--- src/rtl/imp_pkg.sv ---
// Shared types for the implication logic sequencer.
// Assumes step numbers fit in three bits (longest command is five steps).
package imp_pkg;

    typedef enum logic [1:0] {
        PR_NONE = 2'd0,
        PR_SET  = 2'd1,
        PR_NIMP = 2'd2,
        PR_LOAD = 2'd3
    } prim_e;

    typedef enum logic {
        CMD_NOR  = 1'b0,
        CMD_NAND = 1'b1
    } cmd_e;

    typedef enum logic [1:0] {
        ROLE_A = 2'd0,
        ROLE_B = 2'd1,
        ROLE_C = 2'd2
    } role_e;

    typedef struct packed {
        prim_e prim;
        role_e tgt;
        role_e src;
    } step_t;

    localparam int STEP_W = 3;
    localparam logic [STEP_W-1:0] NOR_LAST  = 3'd3;
    localparam logic [STEP_W-1:0] NAND_LAST = 3'd5;

    // Primitive issued at a given 1-based step of a command.
    function automatic step_t step_of(cmd_e cmd, logic [STEP_W-1:0] n);
        step_t s;
        s = '{prim: PR_NONE, tgt: ROLE_A, src: ROLE_A};
        if (cmd == CMD_NOR) begin
            case (n)
                3'd1:    s = '{prim: PR_SET,  tgt: ROLE_A, src: ROLE_A};
                3'd2:    s = '{prim: PR_NIMP, tgt: ROLE_A, src: ROLE_B};
                3'd3:    s = '{prim: PR_NIMP, tgt: ROLE_A, src: ROLE_C};
                default: s = '{prim: PR_NONE, tgt: ROLE_A, src: ROLE_A};
            endcase
        end else begin
            case (n)
                3'd1:    s = '{prim: PR_SET,  tgt: ROLE_A, src: ROLE_A};
                3'd2:    s = '{prim: PR_NIMP, tgt: ROLE_A, src: ROLE_B};
                3'd3:    s = '{prim: PR_NIMP, tgt: ROLE_C, src: ROLE_A};
                3'd4:    s = '{prim: PR_SET,  tgt: ROLE_A, src: ROLE_A};
                3'd5:    s = '{prim: PR_NIMP, tgt: ROLE_A, src: ROLE_C};
                default: s = '{prim: PR_NONE, tgt: ROLE_A, src: ROLE_A};
            endcase
        end
        return s;
    endfunction

endpackage

--- src/rtl/imp_cell_array.sv ---
// Bank of one-bit stateful cells. Applies at most one primitive per clock
// to the addressed target cell; all other cells hold.
// Assumes: the primitive inputs are already arbitrated; reset is synchronous
// and active-low; indices at or above NUM_CELLS address no cell.
module imp_cell_array
    import imp_pkg::*;
#(
    parameter int NUM_CELLS = 8,
    localparam int IDX_W = $clog2(NUM_CELLS)
) (
    input  logic             clk,
    input  logic             rst_n,
    input  prim_e            prim,
    input  logic [IDX_W-1:0] tgt,
    input  logic [IDX_W-1:0] src,
    input  logic             data,
    input  logic [IDX_W-1:0] rd_idx,
    output logic             rd_data
);

    logic [NUM_CELLS-1:0] cells_q;
    logic                 src_val;

    // Source value as seen before this edge's update.
    assign src_val = cells_q[src];

    // Combinational read port.
    assign rd_data = cells_q[rd_idx];

    for (genvar gi = 0; gi < NUM_CELLS; gi++) begin : g_cell
        // Per-cell update: only the selected target reacts to a primitive.
        always_ff @(posedge clk) begin
            if (!rst_n) begin
                cells_q[gi] <= 1'b0;
            end else if (tgt == IDX_W'(gi)) begin
                case (prim)
                    PR_SET:  cells_q[gi] <= 1'b1;
                    PR_NIMP: cells_q[gi] <= cells_q[gi] & ~src_val;
                    PR_LOAD: cells_q[gi] <= data;
                    default: cells_q[gi] <= cells_q[gi];
                endcase
            end
        end
    end

    // the source cell of a NIMP keeps its value.
    p_src_kept_r2: assert property (@(posedge clk) disable iff (!rst_n)
        (prim == PR_NIMP && tgt != src) |=> cells_q[$past(src)] == $past(src_val));

    // NIMP can only clear a cell, never raise it.
    p_nimp_no_rise_r2: assert property (@(posedge clk) disable iff (!rst_n)
        (prim == PR_NIMP && !cells_q[tgt]) |=> !cells_q[$past(tgt)]);

    // SET leaves a 1 in its target.
    p_set_one_r3: assert property (@(posedge clk) disable iff (!rst_n)
        (prim == PR_SET) |=> cells_q[$past(tgt)]);

    // with no primitive, the whole bank holds.
    p_idle_hold_r9: assert property (@(posedge clk) disable iff (!rst_n)
        (prim == PR_NONE) |=> $stable(cells_q));

endmodule

--- src/rtl/imp_seq_ctrl.sv ---
// Command sequencer. Accepts NOR/NAND with three cell indices, refuses
// commands whose result cell overlaps an operand, then walks the step
// table one step per clock and pulses done after the last step.
// Assumes: start is sampled only while idle.
module imp_seq_ctrl
    import imp_pkg::*;
#(
    parameter int NUM_CELLS = 8,
    localparam int IDX_W = $clog2(NUM_CELLS)
) (
    input  logic              clk,
    input  logic              rst_n,
    input  logic              start,
    input  cmd_e              cmd,
    input  logic [IDX_W-1:0]  a_idx,
    input  logic [IDX_W-1:0]  b_idx,
    input  logic [IDX_W-1:0]  c_idx,
    output logic              busy,
    output logic              done,
    output logic              reject,
    output logic              clobbered,
    output logic [STEP_W-1:0] step_no,
    output prim_e             prim,
    output logic [IDX_W-1:0]  tgt,
    output logic [IDX_W-1:0]  src
);

    logic              busy_q, done_q, reject_q, clob_q;
    cmd_e              cmd_q;
    logic [IDX_W-1:0]  a_q, b_q, c_q;
    logic [STEP_W-1:0] step_q;
    logic [STEP_W-1:0] last_step;
    logic              overlap;
    step_t             cur;

    // Final step number for the latched command.
    assign last_step = (cmd_q == CMD_NAND) ? NAND_LAST : NOR_LAST;

    // A result cell may not double as an operand cell.
    assign overlap = (a_idx == b_idx) || (a_idx == c_idx);

    // Command and step state: accept, advance, finish.
    always_ff @(posedge clk) begin
        if (!rst_n) begin
            busy_q   <= 1'b0;
            done_q   <= 1'b0;
            reject_q <= 1'b0;
            clob_q   <= 1'b0;
            cmd_q    <= CMD_NOR;
            a_q      <= '0;
            b_q      <= '0;
            c_q      <= '0;
            step_q   <= '0;
        end else begin
            done_q   <= 1'b0;
            reject_q <= 1'b0;
            clob_q   <= 1'b0;
            if (busy_q) begin
                if (step_q == last_step) begin
                    busy_q <= 1'b0;
                    step_q <= '0;
                    done_q <= 1'b1;
                    clob_q <= (cmd_q == CMD_NAND);
                end else begin
                    step_q <= step_q + 1'b1;
                end
            end else if (start) begin
                if (overlap) begin
                    reject_q <= 1'b1;
                end else begin
                    busy_q <= 1'b1;
                    step_q <= 3'd1;
                    cmd_q  <= cmd;
                    a_q    <= a_idx;
                    b_q    <= b_idx;
                    c_q    <= c_idx;
                end
            end
        end
    end

    // Decode the current step into a primitive on concrete cell indices.
    always_comb begin
        cur = busy_q ? step_of(cmd_q, step_q) : '{prim: PR_NONE, tgt: ROLE_A, src: ROLE_A};
        prim = cur.prim;
        case (cur.tgt)
            ROLE_B:  tgt = b_q;
            ROLE_C:  tgt = c_q;
            default: tgt = a_q;
        endcase
        case (cur.src)
            ROLE_B:  src = b_q;
            ROLE_C:  src = c_q;
            default: src = a_q;
        endcase
    end

    assign busy      = busy_q;
    assign done      = done_q;
    assign reject    = reject_q;
    assign clobbered = clob_q;
    assign step_no   = step_q;

    // done lasts one cycle and never overlaps busy.
    p_done_pulse_r6: assert property (@(posedge clk) disable iff (!rst_n)
        done |=> !done);
    p_done_idle_r6: assert property (@(posedge clk) disable iff (!rst_n)
        done |-> !busy);

    // steps run 1..3 for NOR; R5: 1..5 for NAND.
    p_nor_range_r4: assert property (@(posedge clk) disable iff (!rst_n)
        (busy && cmd_q == CMD_NOR) |-> (step_no >= 3'd1 && step_no <= NOR_LAST));
    p_nand_range_r5: assert property (@(posedge clk) disable iff (!rst_n)
        (busy && cmd_q == CMD_NAND) |-> (step_no >= 3'd1 && step_no <= NAND_LAST));

    // operands stay latched for the whole sequence.
    p_hold_ops_r7: assert property (@(posedge clk) disable iff (!rst_n)
        (busy && $past(busy)) |-> ($stable(a_q) && $stable(b_q) && $stable(c_q)));

    // a refused command never starts a sequence.
    p_reject_idle_r8: assert property (@(posedge clk) disable iff (!rst_n)
        reject |-> !busy);

endmodule

--- src/rtl/imp_prim_arb.sv ---
// Chooses which primitive reaches the cell bank: the sequencer while it
// runs, otherwise the direct port. Purely combinational.
// Assumes: the sequencer reports PR_NONE whenever it is idle.
module imp_prim_arb
    import imp_pkg::*;
#(
    parameter int NUM_CELLS = 8,
    localparam int IDX_W = $clog2(NUM_CELLS)
) (
    input  logic             seq_busy,
    input  prim_e            seq_prim,
    input  logic [IDX_W-1:0] seq_tgt,
    input  logic [IDX_W-1:0] seq_src,
    input  prim_e            dir_prim,
    input  logic [IDX_W-1:0] dir_tgt,
    input  logic [IDX_W-1:0] dir_src,
    input  logic             dir_data,
    output prim_e            prim,
    output logic [IDX_W-1:0] tgt,
    output logic [IDX_W-1:0] src,
    output logic             data
);

    // Sequencer owns the bank while busy; direct port is shut out.
    always_comb begin
        if (seq_busy) begin
            prim = seq_prim;
            tgt  = seq_tgt;
            src  = seq_src;
            data = 1'b0;
        end else begin
            prim = dir_prim;
            tgt  = dir_tgt;
            src  = dir_src;
            data = dir_data;
        end
    end

endmodule

--- src/rtl/imp_seq_top.sv ---
// Top of the stateful implication logic sequencer: cell bank, command
// sequencer and primitive arbiter.
// Assumes: synchronous active-low reset; eight cells by default.
module imp_seq_top
    import imp_pkg::*;
#(
    parameter int NUM_CELLS = 8,
    localparam int IDX_W = $clog2(NUM_CELLS)
) (
    input  logic              clk,
    input  logic              rst_n,
    input  logic              start,
    input  logic              op,
    input  logic [IDX_W-1:0]  res_idx,
    input  logic [IDX_W-1:0]  opb_idx,
    input  logic [IDX_W-1:0]  opc_idx,
    output logic              busy,
    output logic              done,
    output logic              reject,
    output logic              opc_clobbered,
    input  logic [1:0]        dir_cmd,
    input  logic [IDX_W-1:0]  dir_tgt,
    input  logic [IDX_W-1:0]  dir_src,
    input  logic              dir_data,
    input  logic [IDX_W-1:0]  rd_idx,
    output logic              rd_data,
    output logic [STEP_W-1:0] dbg_step,
    output logic [1:0]        dbg_prim
);

    prim_e            seq_prim, bank_prim;
    logic [IDX_W-1:0] seq_tgt, seq_src, bank_tgt, bank_src;
    logic             bank_data;

    imp_seq_ctrl #(.NUM_CELLS(NUM_CELLS)) u_ctrl (
        .clk       (clk),
        .rst_n     (rst_n),
        .start     (start),
        .cmd       (cmd_e'(op)),
        .a_idx     (res_idx),
        .b_idx     (opb_idx),
        .c_idx     (opc_idx),
        .busy      (busy),
        .done      (done),
        .reject    (reject),
        .clobbered (opc_clobbered),
        .step_no   (dbg_step),
        .prim      (seq_prim),
        .tgt       (seq_tgt),
        .src       (seq_src)
    );

    imp_prim_arb #(.NUM_CELLS(NUM_CELLS)) u_arb (
        .seq_busy (busy),
        .seq_prim (seq_prim),
        .seq_tgt  (seq_tgt),
        .seq_src  (seq_src),
        .dir_prim (prim_e'(dir_cmd)),
        .dir_tgt  (dir_tgt),
        .dir_src  (dir_src),
        .dir_data (dir_data),
        .prim     (bank_prim),
        .tgt      (bank_tgt),
        .src      (bank_src),
        .data     (bank_data)
    );

    imp_cell_array #(.NUM_CELLS(NUM_CELLS)) u_bank (
        .clk     (clk),
        .rst_n   (rst_n),
        .prim    (bank_prim),
        .tgt     (bank_tgt),
        .src     (bank_src),
        .data    (bank_data),
        .rd_idx  (rd_idx),
        .rd_data (rd_data)
    );

    // Debug view of the primitive being applied this cycle.
    assign dbg_prim = seq_prim;

    // the direct port never reaches the bank while a sequence runs.
    p_dir_blocked_r7: assert property (@(posedge clk) disable iff (!rst_n)
        busy |-> (bank_prim == seq_prim));

endmodule

--- config.mk ---
export PLATFORM = sky130hd
export DESIGN_NAME = imp_seq_top
export DESIGN_NICKNAME = d
export VERILOG_FILES = /design/src/rtl/imp_pkg.sv /design/src/rtl/imp_cell_array.sv /design/src/rtl/imp_seq_ctrl.sv /design/src/rtl/imp_prim_arb.sv /design/src/rtl/imp_seq_top.sv
export SDC_FILE = /design/constraint.sdc
export NUM_CORES = 1
export LEC_CHECK = 0
export BUFFER_PORTS_ARGS = -buffer_cell sky130_fd_sc_hd__buf_2
export CORE_ASPECT_RATIO = 0.5
export CORE_MARGIN = 4
export CORE_UTILIZATION = 54
export DETAILED_ROUTE_END_ITERATION = 10
export MAX_ROUTING_LAYER = met4
export PLACE_DENSITY = 0.9
export SYNTH_ARGS = -nofsm -noshare
export SYNTH_HDL_FRONTEND = slang
export SYNTH_SLANG_ARGS = --single-unit
export TNS_END_PERCENT = 1
--- constraint.sdc ---
create_clock -name clk -period 4.4 [get_ports clk]
set_input_delay 0.88 -clock clk [delete_from_list [all_inputs] [get_ports clk]]
set_output_delay 0.88 -clock clk [all_outputs]
set_load 0.01 [all_outputs]
==> metrics.md, run 1 <==
| Metric | Value |
|---|---|
| PostCTS Resize Cnt | 0 |
| Commonest non-fill, non-tap cells in the layout | buf_2 (34), dfxtp_1 (25), nand2_1 (18) |
| DIE HEIGHT | 46.7 um |
| Setup_tns | 0 ns |
| Final Hold Viols | 0 |
| Syn-to-layout area delta | 14.6% |
| Min-delay worst type | reg -> reg |
| DP Area | 0.00181 sq mm |
| Layout fillers | 217 |
| Post-synthesis sequential area ratio | 31.0% |
| Die Wd | 85.3 um |
| Total Power | 525 uW |
| Avg WL per Cell | 15.6 um |
| Synthesized area | 0.00162 sq mm |
| R2r setup slk | 1.03 ns |
| Post-synthesis adder-cell area fraction | 6.20% |
| Synth Area in Simple Gates | 23.2% |
| Flip-flop and latch count after synthesis | 25 |
| Final setup fails | 0 |
| Max H-tree Level | 1 |
| # IOs | 35 |
| Highest cell delay on the worst timing path | 0.54 ns |
| Reg-to-Reg Start | u_ctrl.step_no[0] |
| Final WL | 3.96 mm |
| Hold-fix buffers, CTS | 0 |
| Residual DRC | 0 |
| Aggregate global routing overflow | 0 |
| Crit. End Element | register |
| Xor/xnor share of the synthesized area | 2.17% |
| Vias in the first global route | 1431 |
| EDFF count, synth | 0 |
| TritonCTS Buffers | 3 |
| Main combinational cell family by area after synthesis | simple AND/OR/NAND/NOR gates |
| Number of cells on the critical path | 11 |
| Async SR Flop Fraction | 0% |
| Slew @ Worst Pin | 0.756 ns |
| Hold_sp | u_ctrl.b_q[2] |
| Crit path launch | u_ctrl.step_no[0] |
| Register-to-Register Path Depth | 11 |
| Root buf cell | clkbuf_8 |
| Setup Buffers After CTS | 0 |
| Starting density of the core | 59.5% |
| Avg Cell Area, Syn | 8.73 sq um |
| Crit path arrival time | 3.54 ns |
| Starting DRT DRC Count | 72 |
| Num Clock Sinks | 25 |
| IO Port Bufs | 34 |
| Clock slew at reported path FFs | 0.09 ns |
| WP buf/inv | 0 |
| CP delay by family, top | compound AO/OA/AOI/OAI gates |
| Compound-Gate Fraction of Synth Area | 21.5% |
| Leak Pwr | 0.829 nW |
| CORE AREA | 0.00272 sq mm |
| RSZ-0062 raised after global routing | false |
| Final period utilization | 76.7% |
| GPL Wtd Cong | 0.906 |
| Clock Path Buffers | 2 |
| Crit path cell chain | ha_1 > ha_1 > nor2b_1 > o21ai_0 > ha_1 > nand2b_2 > a221o_2 > a21boi_1 > a311oi_1 > o41a_1 > a221o_1 |
| Rows | 13 |
| Top FF cell, synth | dfxtp_1 |
| Max VDD drop | 0.180 mV |
| Core Util, Final | 68.2% |
| Routed Antenna Nets | 0 |
| Slowest cell on crit path | o41a_1 |
| Skew-Pair Late Insertion Delay | 0.28 ns |
| Yosys warns | 0 |
| Post-route cell area | 0.00185 sq mm |
| Rel. slew slack | 49.5% |
| Power per cell area | 283 mW/mm^2 |
| Min cycle time layout | 3.37 ns |
| Syn nets | 218 |
| Max_cap viols | 0 |
| CP Class | reg -> reg |
| Commonest non-fill, non-tap cell in the layout | buf_2 |
| Reg-to-reg endpoint | u_bank.cells_q[1] |
| Status | finished, final reports clean |
| Final HPWL DP | 3.01 mm |
| Post-DR vias/cell | 5.95 |
| First-pass GRT wire length | 6.49 mm |
| Pin count of the biggest net entering global routing | 29 |
| Number of antenna violations at the first check in global routing | 0 |
| Die ar. | 0.00398 sq mm |
| Cell mode on critical path | ha_1 |
| Worst setup path endpoint | u_bank.cells_q[1] |
| Worst Path Max Fanout | 8 |
| Max Freq | 296 MHz |
| First-pass DRT Iterations | 6 |
| Fin nets | 251 |
| Antenna Cells | 0 |
| CTS tree | built |
| Layout cells sized above 1 | 22.1% |
| Distinct cells, synth | 42 |
| Clock skew | 0.00754 ns |
| CP required | 4.57 ns |
| Syn Inst Count | 185 |
| CP startpoint kind | register |
| Slew Limit Fails | 0 |
| Gr usage total | 21.7% |
| WHS | 0.545 ns |
| Vias after detailed routing | 1512 |
| Multiplexer share of the synthesized area | 12.2% |
tightest hold or removal path: cells and delay by family, from the launching register on:
family / cells / cell delay [ns]
DFF: 1 / 0.33
muxes: 1 / 0.12
and+or+nand+nor: 1 / 0.06
how the worst min path moves through the flow:
| stage | to | slack [ns] | depth (start not counted) |
|---|---|---|---|
| final | u_ctrl.b_q[2] | 0.55 | 2 |
| after global routing | u_bank.cells_q[0] | 0.57 | 1 |
| after global placement | u_ctrl.b_q[2] | 0.51 | 2 |
| after detailed placement | u_ctrl.b_q[2] | 0.53 | 2 |
| after CTS | u_ctrl.b_q[2] | 0.54 | 2 |
| after floorplan | u_ctrl.b_q[0] | 0.48 | 2 |
cells in the mapped netlist (3+ instances only):
| cell | instances | share of area, % |
|---|---|---|
| and2_1 | 3 | 1.2 |
| nand2_1 | 18 | 4.2 |
| mux2i_1 | 13 | 8.1 |
| nor2b_1 | 16 | 6.2 |
| a22oi_1 | 3 | 1.4 |
| and3_1 | 6 | 2.3 |
| a21oi_1 | 14 | 4.3 |
| ha_1 | 8 | 6.2 |
| nor2_1 | 10 | 2.3 |
| dfxtp_1 | 25 | 31 |
| nand3_1 | 3 | 0.93 |
| a221o_1 | 8 | 5.0 |
| nor3_1 | 5 | 1.5 |
| inv_1 | 9 | 2.1 |
| clkbuf_1 | 4 | 0.93 |
| xor2_1 | 4 | 2.2 |
state kept, by name (all words and copies together) (netlist names):
| name | cells |
|---|---|
| u_ctrl.clobbered | 1 |
| u_bank.cells_q | 8 |
| u_ctrl.done | 1 |
| u_ctrl.step_no | 3 |
| u_ctrl.c_q | 3 |
| u_ctrl.reject | 1 |
| u_ctrl.b_q | 3 |
| u_ctrl.cmd_q | 1 |
| u_ctrl.busy | 1 |
| u_ctrl.a_q | 3 |
per-stage QoR:
stage,setup slack (ns),std cells
floorplan,1.28,185
global route,0.778,254
global placement,1.19,250
detailed placement,1.09,250
CTS,1.04,254
finish,1.03,254
power by group:
| part | total (mW) | internal, mW | switching, mW |
|---|---|---|---|
| clock network | 0.137 | 0.0649 | 0.0721 |
| logic | 0.125 | 0.0566 | 0.0687 |
| registers | 0.263 | 0.241 | 0.0216 |
cell families after synthesis:
| kind of cell | after synthesis |
|---|---|
| AOI/OAI and AO/OA | 45 |
| xor gates and xnor gates | 4 |
| adders and majority gates | 8 |
| buffers and inverters | 15 |
| DFF | 25 |
| muxes | 17 |
| and+or+nand+nor | 71 |
final cells by class:
cell class | instances | area (sq um) | area share (%)
Clock buffer | 4 | 45.0 | 2.43
Inverter | 9 | 33.8 | 1.82
Sequential cell | 25 | 500 | 27.0
Tap cell | 37 | 46.3 | 2.50
Timing Repair Buffer | 34 | 170 | 9.19
Multi-Input combinational cell | 145 | 1060 | 57.0
metal layers:
layer | vias up | global-route usage (%) | share of wire (%)
li1 | 745 | - | -
met3 | 8 | 4.46 | 6.1
met5 | - | - | 0
met4 | 0 | 8.52 | 1.3
met1 | 698 | 24.2 | 44
met2 | 61 | 39.2 | 49
No activity file was read; power rests on OpenSTA's default activity.
==> inputs of run 2 (changes only) <==
- CORE_UTILIZATION: 54 -> 49
- PLACE_DENSITY: 0.9 -> 0.87
- clock period: 4.4 -> 3 ns (I/O delays scaled with it)
==> run 2 against run 1 <==
Net effect:
- power rose by 53%
- core utilization is 2.7 points lower
- final area grew 9.1%
- sequential power rose by 45%
- first-iteration DRC count rose by 110%
- wire length grew 15%
- critical endpoint is now u_bank.cells_q[0]
- largest cell class unchanged
- maximum frequency increased by 13%
- largest power group unchanged
==> metrics.md, run 2 (synthesis gave the netlist of run 1 again) <==
| Metric | Value |
|---|---|
| Status | finished, final reports clean |
| Post-DR vias/cell | 5.86 |
| Slowest cell on crit path | o41a_1 |
| Num Clock Sinks | 25 |
| Die Wd | 89.2 um |
| Die ar. | 0.00433 sq mm |
| Vias in the first global route | 1588 |
| Highest cell delay on the worst timing path | 0.51 ns |
| Clock slew at reported path FFs | 0.10 ns |
| Avg WL per Cell | 17.1 um |
| Final WS setup | 0.00623 ns |
| Crit. End Element | register |
| CP Class | reg -> reg |
| CP delay by family, top | compound AO/OA/AOI/OAI gates |
| Syn-to-layout area delta | 25.0% |
| Cell mode on critical path | ha_4 |
| Max Freq | 334 MHz |
| Slew @ Worst Pin | 0.585 ns |
| Starting density of the core | 52.4% |
| Logic pwr share | 26.3% |
| GPL Wtd Cong | 0.861 |
| IO Port Bufs | 34 |
| Max VDD drop | 0.238 mV |
| Clock skew | 0.0142 ns |
| Clock Path Buffers | 2 |
| # IOs | 35 |
| Sequential power share | 47.5% |
| CP startpoint kind | register |
| Gr usage total | 22.1% |
| Final Non-Filler Cells | 266 |
| Layout fillers | 235 |
| Final setup fails | 0 |
| Max H-tree Level | 1 |
| Placed insts | 258 |
| Antenna Cells | 0 |
| Starting DRT DRC Count | 153 |
| Vias after detailed routing | 1559 |
| Number of antenna violations at the first check in global routing | 0 |
| Crit path cell chain | ha_4 > ha_4 > nor2b_4 > o21ai_4 > ha_4 > nand2b_4 > a221o_2 > a21boi_2 > nor4_2 > o41a_1 > a221o_1 |
| CTS tree | built |
| WHS | 0.536 ns |
| Leak Pwr | 0.884 nW |
| Crit path arrival time | 3.16 ns |
| Placement Setup Slack | -0.123 ns |
| CP required | 3.16 ns |
| Worst Path Max Fanout | 8 |
| Rel. slew slack | 61.0% |
| RSZ-0062 raised after global routing | true |
| Post-route cell area | 0.00202 sq mm |
| First-pass GRT wire length | 7.32 mm |
| Layout cells sized above 1 | 31.9% |
| Final HPWL DP | 3.04 mm |
| Max FFs per register | 8 |
| DP Area | 0.00185 sq mm |
| Clock power frac | 26.2% |
| WP buf/inv | 0 |
| Internal power | 544 uW |
| DIE HEIGHT | 48.6 um |
| Aggregate global routing overflow | 0 |
| Sw Ratio | 32.4% |
| Residual DRC | 0 |
| Power per cell area | 398 mW/mm^2 |
| Total Power | 804 uW |
| Commonest non-fill, non-tap cell in the layout | buf_2 |
| Skew-Pair Late Insertion Delay | 0.28 ns |
| Sw Pwr | 260 uW |
| Root buf cell | clkbuf_8 |
| Min-delay worst type | reg -> reg |
| First-pass DRT Iterations | 6 |
| Final WL | 4.54 mm |
| TritonCTS Buffers | 3 |
| CORE AREA | 0.00308 sq mm |
| Slew Limit Fails | 0 |
| Rows | 14 |
| Final period utilization | 99.8% |
| Final Hold Viols | 0 |
| Pin count of the biggest net entering global routing | 29 |
| Routed Antenna Nets | 0 |
| Commonest non-fill, non-tap cells in the layout | buf_2 (34), dfxtp_1 (23), nand2_1 (18) |
| Largest Register | u_bank.cells_q |
| Fin nets | 260 |
| Min cycle time layout | 2.99 ns |
| Max_cap viols | 0 |
## run 2: changes by cell type in the layout (fill, tap and decap cells not counted), moves of 2 or more
cell | before | now
ha_4 | 0 | 3
dfxtp_1 | 25 | 23
ha_1 | 8 | 4
nor2b_1 | 16 | 14
buf_4 | 0 | 9
dfxtp_4 | 0 | 2
## run 2: power groups by stage
stage / Clock [mW] / Combinational [mW] / Sequential, mW
after global placement: 0 / 0.182 / 0.385
after global routing: 0.222 / 0.234 / 0.385
after floorplan: 0 / 0.134 / 0.380
final: 0.210 / 0.212 / 0.382
after CTS: 0.210 / 0.202 / 0.380
after detailed placement: 0 / 0.192 / 0.387
## run 2: repair_timing
action                     CTS  global route
pin swaps                   15             1
hold endpoints to repair     0             0
buffers inserted             4             0
hold buffers                 0             0
gates resized for setup     14             5
setup endpoints to repair    8             8
## run 2: through the flow
step | util (%) | setup TNS [ns]
2_1_floorplan | - | 0
3_3_place_gp | 60.0 | -0.161
3_5_place_dp | 60.0 | -0.940
4_1_cts | 64.8 | 0
5_1_grt | 65.5 | -0.803
6_report | 65.5 | 0
## run 2: layout make-up
type | instances | area [sq um] | share of cell area (%)
sequential | 25 | 508 | 25.2
tap | 40 | 50.0 | 2.48
inverter | 9 | 33.8 | 1.67
multi-input combinational | 145 | 1140 | 56.5
timing repair buffer | 43 | 238 | 11.8
clock inverter | 1 | 7.51 | 0.372
clock buffer | 3 | 41.3 | 2.04
## run 2: path summary, 6_finish.rpt
check               startpoint           endpoint  slack, ns  cells past startpoint
max reg2reg  u_ctrl.step_no[0]  u_bank.cells_q[0]      0.006                     11
min              u_ctrl.b_q[0]      u_ctrl.b_q[0]       0.54                      2
max          u_ctrl.step_no[0]  u_bank.cells_q[0]      0.006                     11
min reg2reg      u_ctrl.b_q[0]      u_ctrl.b_q[0]       0.54                      2
## run 2: worst reg2reg max path, delay by kind of cell, from the launching register on
family                     cells  cell delay, ns
and+or+nand+nor                3            0.33
DFF                            1            0.38
AOI/OAI and AO/OA              5            1.62
adders and majority gates      3            0.55
## run 2: per-layer routing
metal / global-route usage [%] / up-vias / routed length (um)
met2: 35.8 / 67 / 2210
met4: 8.91 / 0 / 172
met3: 5.42 / 20 / 234
met5: - / - / 0
met1: 26.1 / 711 / 1930
li1: - / 761 / -
